### config.mk
export PLATFORM = sky130hd
export DESIGN_NAME = sleep_wake_ctrl
export DESIGN_NICKNAME = d
export VERILOG_FILES = /design/src/rtl/slp_pkg.sv /design/src/rtl/slp_datapath.sv /design/src/rtl/slp_control.sv /design/src/rtl/sleep_wake_ctrl.sv
export SDC_FILE = /design/constraint.sdc
export NUM_CORES = 1
export LEC_CHECK = 0
export BUFFER_PORTS_ARGS = -buffer_cell sky130_fd_sc_hd__buf_2
export CORE_AREA = 5 5 42 44
export DETAILED_ROUTE_END_ITERATION = 10
export DIE_AREA = 0 0 47 49
export PLACE_DENSITY = 0.55
export SLEW_MARGIN = 20
export SYNTH_ARGS = -nofsm -noshare
export SYNTH_HDL_FRONTEND = slang
export SYNTH_SLANG_ARGS = --single-unit
### constraint.sdc
create_clock -name clk -period 1.1 [get_ports clk]
set_input_delay 0.275 -clock clk [delete_from_list [all_inputs] [get_ports clk]]
set_output_delay 0.275 -clock clk [all_outputs]
set_load 0.02 [all_outputs]
### src/rtl/slp_pkg.sv
package slp_pkg;

  typedef enum logic [1:0] {
    MODE_IDLE     = 2'b00,
    MODE_IDLE_ALT = 2'b01,
    MODE_PDOWN    = 2'b10,
    MODE_PSAVE    = 2'b11
  } slpMode_e;

  // Strobes and level handed from control to datapath
  typedef struct packed {
    logic enter;
    logic wakeIrq;
    logic wakeRst;
    logic asleep;
  } slpCtl_t;

  // Only the upper code bit selects a deep mode that gates peripherals
  function automatic logic keepsPeri(slpMode_e m);
    return ~m[1];
  endfunction

endpackage

### src/rtl/slp_datapath.sv
module slp_datapath
  import slp_pkg::*;
#(
  parameter int NUM_IRQ = 8
) (
  input  logic               clk,
  input  logic               rst_n,
  input  logic [NUM_IRQ-1:0] irqReq,
  input  logic [NUM_IRQ-1:0] irqMask,
  input  logic [1:0]         sleepModeIn,
  input  slpCtl_t            ctl,
  output logic               anyIrq,
  output logic               cpuClkEn,
  output logic               periClkEn
);

  logic [NUM_IRQ-1:0] liveIrq;
  slpMode_e           modeReg;

  genvar g;
  generate
    for (g = 0; g < NUM_IRQ; g++) begin : gLine
      assign liveIrq[g] = irqReq[g] & irqMask[g];
    end
  endgenerate

  assign anyIrq = |liveIrq;

  always_ff @(posedge clk or negedge rst_n) begin
    if (!rst_n)         modeReg <= MODE_IDLE;
    else if (ctl.enter) modeReg <= slpMode_e'(sleepModeIn);
  end

  always_comb begin
    cpuClkEn  = !ctl.asleep || ctl.wakeIrq || ctl.wakeRst;
    periClkEn = cpuClkEn || keepsPeri(modeReg);
  end


  mode_hold_chk: assert property (@(posedge clk) disable iff (!rst_n)
    (ctl.asleep && !ctl.enter) |=> $stable(modeReg));


  deep_gate_chk: assert property (@(posedge clk) disable iff (!rst_n)
    (ctl.asleep && modeReg[1] && !anyIrq && !ctl.wakeRst) |-> (!periClkEn && !cpuClkEn));


  idle_peri_chk: assert property (@(posedge clk) disable iff (!rst_n)
    (ctl.asleep && !modeReg[1]) |-> periClkEn);

endmodule

### src/rtl/slp_control.sv
module slp_control
  import slp_pkg::*;
(
  input  logic    clk,
  input  logic    rst_n,
  input  logic    sleepEn,
  input  logic    sleepStrobe,
  input  logic    anyIrq,
  input  logic    rstReq,
  output slpCtl_t ctl
);

  typedef enum logic {ST_AWAKE = 1'b0, ST_ASLEEP = 1'b1} state_e;
  state_e state;

  always_comb begin
    ctl.asleep  = (state == ST_ASLEEP);
    ctl.enter   = !ctl.asleep && sleepStrobe && sleepEn && !anyIrq && !rstReq;
    ctl.wakeRst = ctl.asleep && rstReq;
    ctl.wakeIrq = ctl.asleep && anyIrq && !rstReq;
  end

  always_ff @(posedge clk or negedge rst_n) begin
    if (!rst_n)                          state <= ST_AWAKE;
    else if (ctl.enter)                  state <= ST_ASLEEP;
    else if (ctl.wakeIrq || ctl.wakeRst) state <= ST_AWAKE;
  end


  awake_quiet_chk: assert property (@(posedge clk) disable iff (!rst_n)
    !ctl.asleep |-> (!ctl.wakeIrq && !ctl.wakeRst));


  irq_exit_chk: assert property (@(posedge clk) disable iff (!rst_n)
    ctl.wakeIrq |=> (!ctl.asleep && !ctl.wakeIrq));


  rst_exit_chk: assert property (@(posedge clk) disable iff (!rst_n)
    ctl.wakeRst |=> !ctl.asleep);


  rst_excl_chk: assert property (@(posedge clk) disable iff (!rst_n)
    !(ctl.wakeRst && ctl.wakeIrq));


  unarmed_chk: assert property (@(posedge clk) disable iff (!rst_n)
    (!ctl.asleep && !sleepEn) |=> !ctl.asleep);


  cancel_chk: assert property (@(posedge clk) disable iff (!rst_n)
    (!ctl.asleep && (anyIrq || rstReq)) |=> !ctl.asleep);

endmodule

### src/rtl/sleep_wake_ctrl.sv
module sleep_wake_ctrl
  import slp_pkg::*;
#(
  parameter int NUM_IRQ = 8
) (
  input  logic               clk,
  input  logic               rst_n,
  input  logic               sleepEn,
  input  logic [1:0]         sleepMode,
  input  logic               sleepStrobe,
  input  logic [NUM_IRQ-1:0] irqReq,
  input  logic [NUM_IRQ-1:0] irqMask,
  input  logic               rstReq,
  output logic               cpuClkEn,
  output logic               periClkEn,
  output logic               asleep,
  output logic               resumeNext,
  output logic               rstWake
);

  slpCtl_t ctl;
  logic    anyIrq;

  slp_control uCtl (
    .clk        (clk),
    .rst_n      (rst_n),
    .sleepEn    (sleepEn),
    .sleepStrobe(sleepStrobe),
    .anyIrq     (anyIrq),
    .rstReq     (rstReq),
    .ctl        (ctl)
  );

  slp_datapath #(.NUM_IRQ(NUM_IRQ)) uDp (
    .clk        (clk),
    .rst_n      (rst_n),
    .irqReq     (irqReq),
    .irqMask    (irqMask),
    .sleepModeIn(sleepMode),
    .ctl        (ctl),
    .anyIrq     (anyIrq),
    .cpuClkEn   (cpuClkEn),
    .periClkEn  (periClkEn)
  );

  assign asleep     = ctl.asleep;
  assign resumeNext = ctl.wakeIrq;
  assign rstWake    = ctl.wakeRst;

endmodule

== Word-level counts from Yosys, hierarchy flattened ==
Cells that the tools add are included.

* Output and inout port bits: 5
* Logic and storage cells: 29
* Input bits: 23
* Flip-flop bits (word level): 3

* Reductions and logical operators: 16
* Bitwise gates (word level): 9
* Mux-type cells: 2

{| class="wikitable"
|+ Operator list
! kind !! count
|-
| $and A1 B1 Y1 || 8
|-
| $reduce_or A8 Y1 || 1
|-
| $logic_and A1 B1 Y1 || 7
|-
| $logic_or A1 B1 Y1 || 4
|-
| $logic_not A1 Y1 || 3
|-
| $mux W1 || 2
|-
| $reduce_bool A2 Y1 || 1
|-
| $not A1 Y1 || 1
|}

== Longest topological paths before layout ==
* Depth after elaboration: 7
* Mapped depth: 4
* Gate-level depth less buffers: 4

== Cells and area by module ==
A second synthesis with hierarchy kept.

* Cell total of the unflattened synthesis: 20
* Area total of the unflattened synthesis: 161.4 µm²

{| class="wikitable"
|+ By module, submodules not included
! module !! area each (µm²) !! instances !! cells an instance
|-
| slp_datapath || 88.8 || 1 || 11
|-
| slp_control || 72.6 || 1 || 9
|}

== Worst setup path after synthesis ==
OpenSTA, ideal clock, no wires.

* Path type: reg-to-reg
* From: reg uCtl.state
* To: reg uDp.modeReg[1]
* Arrival time: 1068 ps
* Buffers on the path: 0
* Setup time: 127 ps
* Path slack: -96 ps
* Cell stages (with the launch flop): 5
* Cells stage by stage: dfrtp_1 > nor2_1 > nand3_1 > nor2_1 > mux2_1

* Word-level cells in the longest chain between the ends: 5

{| class="wikitable"
|+ RTL lines
! item !! RTL line !! source
|-
| from (decl) || slp_control.sv:14 || <nowiki>state_e state;</nowiki>
|-
| from (signal assigned) || slp_control.sv:24 || <nowiki>if (!rst_n) state <= ST_AWAKE;</nowiki>
|-
| from (signal assigned) || slp_control.sv:25 || <nowiki>else if (ctl.enter) state <= ST_ASLEEP;</nowiki>
|-
| from (signal assigned) || slp_control.sv:26 || <nowiki>else if (ctl.wakeIrq || ctl.wakeRst) state <= ST_AWAKE;</nowiki>
|-
| $logic_not A1 Y1 || slp_control.sv:18 || <nowiki>ctl.enter = !ctl.asleep && sleepStrobe && sleepEn && !anyIrq && !rstReq;</nowiki>
|-
| $logic_and A1 B1 Y1 (4 in series) || slp_control.sv:18 ||
|-
| to (signal assigned) || slp_datapath.sv:31 || <nowiki>else if (ctl.enter) modeReg <= slpMode_e'(sleepModeIn);</nowiki>
|-
| to (decl) || slp_datapath.sv:18 || <nowiki>slpMode_e modeReg;</nowiki>
|}

Every way passes these cells.
A chain may end at the register's enable or synchronous reset.

== Worst setup path after layout ==
* From: in irqReq[2]
* To: reg uDp.modeReg[1]

* Word-level cells in the longest chain between the ends: 5

{| class="wikitable"
|+ RTL lines
! item !! RTL line !! source
|-
| from (decl) || sleep_wake_ctrl.sv:11 || <nowiki>input logic [NUM_IRQ-1:0] irqReq,</nowiki>
|-
| $and A1 B1 Y1 || slp_datapath.sv:23 || <nowiki>assign liveIrq[g] = irqReq[g] & irqMask[g];</nowiki>
|-
| $reduce_or A8 Y1 || slp_datapath.sv:27 || <nowiki>assign anyIrq = |liveIrq;</nowiki>
|-
| $logic_not A1 Y1 || slp_control.sv:18 ||
|-
| $logic_and A1 B1 Y1 (2 in series) || slp_control.sv:18 ||
|}

Every way passes these cells.

==> impl_metrics.yaml <==
outcome:
  status: "finished with violations"
  violations: "negative setup slack"
critical_path:
  worstPathArrival_ps: 1420
  r2r_start: "uCtl.state"
  worstSetupPathType: "in2reg"
  crit_path_cell_trace: "buf_2 > a22oi_2 > nand4_2 > buf_4 > buf_6 > nor2_2 > mux2_1"
  required_ps: 1200
  r2r_slack_ps: -90
  endpoint: "uDp.modeReg[1]"
  cp_slowest_cell: "mux2_1"
  worst_path_largest_cell_delay_ps: 320
  critPathLaunch: "irqReq[2]"
  start_kind: "primary input"
  endpoint_kind: "register"
  critPathMaxFanout: 3
  r2r-end: "uDp.modeReg[1]"
  rr_worst_depth: 4
place:
  gp_congestion: 0.606
  dp.final_hpwl_microns: 546
  dpl.cell_count: 61
  numPortBuffers: 26
routing:
  drc: 0
  ant_nets: 0
  drt_iter0_drc: 0
  first_pass_iters: 1
  wl_microns: 734
  wl_per_cell_microns: 10.8
  vias: 273
  via_per_inst: 4.01
flow_run:
  cap_violations: 0
global_route:
  grt_pass1_vias: 280
  grt_pass1_wl_microns: 1030
  grt-ovfl-total: 0
  grt_max_degree: 4
  antenna_found_initial: 0
  grt.total_usage_pct: 6.55
timing:
  fin_crit_ps: 1320
  max_clock_freq_mhz: 760
  finalCritPeriodShare_pct: 120
  final_max_slew_viol_count: 0
  setup_viol: 6
  holdWs_ps: 270
  skew_ps: 5.13
  relSlewSlack_pct: 89.2
  fin_ws_ps: -216
  hold_viol: 0
  tightest_slew_ps: 162
  rsz0062_at_grt: "yes"
  setup_tns_ps: -1120
logic_synthesis:
  postSynthNetCount: 41
  synth_largest_area_cell: "a22oi_2"
  ys_ff_latch: 2
  synth_cell_types: 12
  yosys_warnings: 0
  synth_area_sq_um: 171
  yosys-top-cells-area: "a22oi_2 29%, dfrtp_1 29%, nand4_2 7.3%, mux2_1 6.6%, nor2_1 6.6%"
  avgSynthCellArea_sq_um: 9.52
  synth_top_area_share_pct: 29.2
  seq_area_frac_synth_pct: 29.2
  synthCells: 18
clock_network:
  clock_path_buffers: 2
  clkSinkCount: 2
  htree_levels: 1
  clk_pin_slew_ps: 30
  root_buffer: "clkbuf_4"
  cts_made_buffers: 3
  clk_latency_ps: 230
  cts_tree: "done"
power:
  power_mw: 0.372
  peakVddDrop_v: 0.000495
  powerDensity_nw_per_um2: 778
  p_leak_nw: 0.231
floorplanning:
  ios: 28
  initial_core_util_pct: 12.2
  fp-row-count: 14
  core_area_sq_um: 1400
  die_w_microns: 47
  die_area_sq_um: 2300
  die_y_microns: 49
cells_and_area:
  fin_cells: 68
  drive_gt1_share_pct: 86.5
  final_cell_mix: "17 x buf_2, 11 x buf_6, 4 x a22oi_2"
  syn2layout_area_growth_pct: 179
  utilization_pct: 34.1
  nets: 76
  layout_commonest_cell: "buf_2"
  diodes: 0
hold_path:
  min_path_type: "in2reg"
==> cells by family (layout without fill, tap and decap cells) <==
family | count (synthesis) | in the layout | synth area share, %
simple gates | 9 | 9 | 29.9
compound gates | 5 | 5 | 32.1
flops | 2 | 2 | 29.2
mux | 1 | 1 | 6.57
buf+inv | 1 | 35 | 2.19
==> metrics by stage <==
stage                     setup WS (ps)  instance area [sq um]
after floorplan                   -59.0                    178
after global placement             -318                    335
after detailed placement           -337                    335
after CTS                          -227                    427
after global routing               -285                    478
final                              -216                    478
==> worst min path at each step <==
stage | from | end | slack [ps] | cells after the start
2_1_floorplan | rst_n | uCtl.state | -20 | 0
3_3_place_gp | rst_n | uDp.modeReg[1] | 60 | 1
3_5_place_dp | rst_n | uDp.modeReg[1] | 60 | 1
4_1_cts | sleepMode[1] | uDp.modeReg[1] | 260 | 2
5_1_grt | sleepMode[1] | uDp.modeReg[1] | 260 | 2
6_report | sleepMode[1] | uDp.modeReg[1] | 270 | 2
==> registers in the layout (all words and copies together), names as in the netlist <==
register     flops
uDp.modeReg      1
uCtl.state       1
==> cell usage after synthesis <==
library cell,number
nand4_2,1
dfrtp_1,2
nor2b_1,1
nand3_1,1
a22oi_2,4
mux2_1,1
nand2b_1,1
nor2_1,3
inv_1,1
and2_1,1
nand2_1,1
a21oi_1,1
==> critical path, delay by kind of cell <==
kind,cells,cell delay [ps]
buf+inv,3,370
compound gates,1,180
mux,1,320
simple gates,2,270
==> final cells by class <==
class	instances	area [sq um]
Fill cell	159	923
Timing Repair Buffer	30	226
Multi-Input combinational cell	15	150
Sequential cell	2	51.3
Clock buffer	4	26.3
Tap cell	16	20.0
Inverter	1	3.75
==> routing by layer <==
metal / global-route usage, % / routed length [microns]
met2: 9.50 / 413
met1: 6.15 / 227
met3: 2.95 / 94
met4: 6.91 / 0
met5: 0 / 0
==> timing repair <==
action	4_1_cts	5_1_grt
hold buffers	1	0
pin swaps	4	3
setup endpoints to repair	6	6
gates resized for setup	13	10
buffers inserted	1	1
endpoints found under the hold margin	2	0
==> where the power goes <==
group          leakage, nW  internal, mW  switching (mW)
sequential          0.0252        0.0828         0.00559
combinational        0.191        0.0663          0.0335
clock               0.0150         0.135          0.0482
Note: power is estimated with default switching activity, not from simulation.
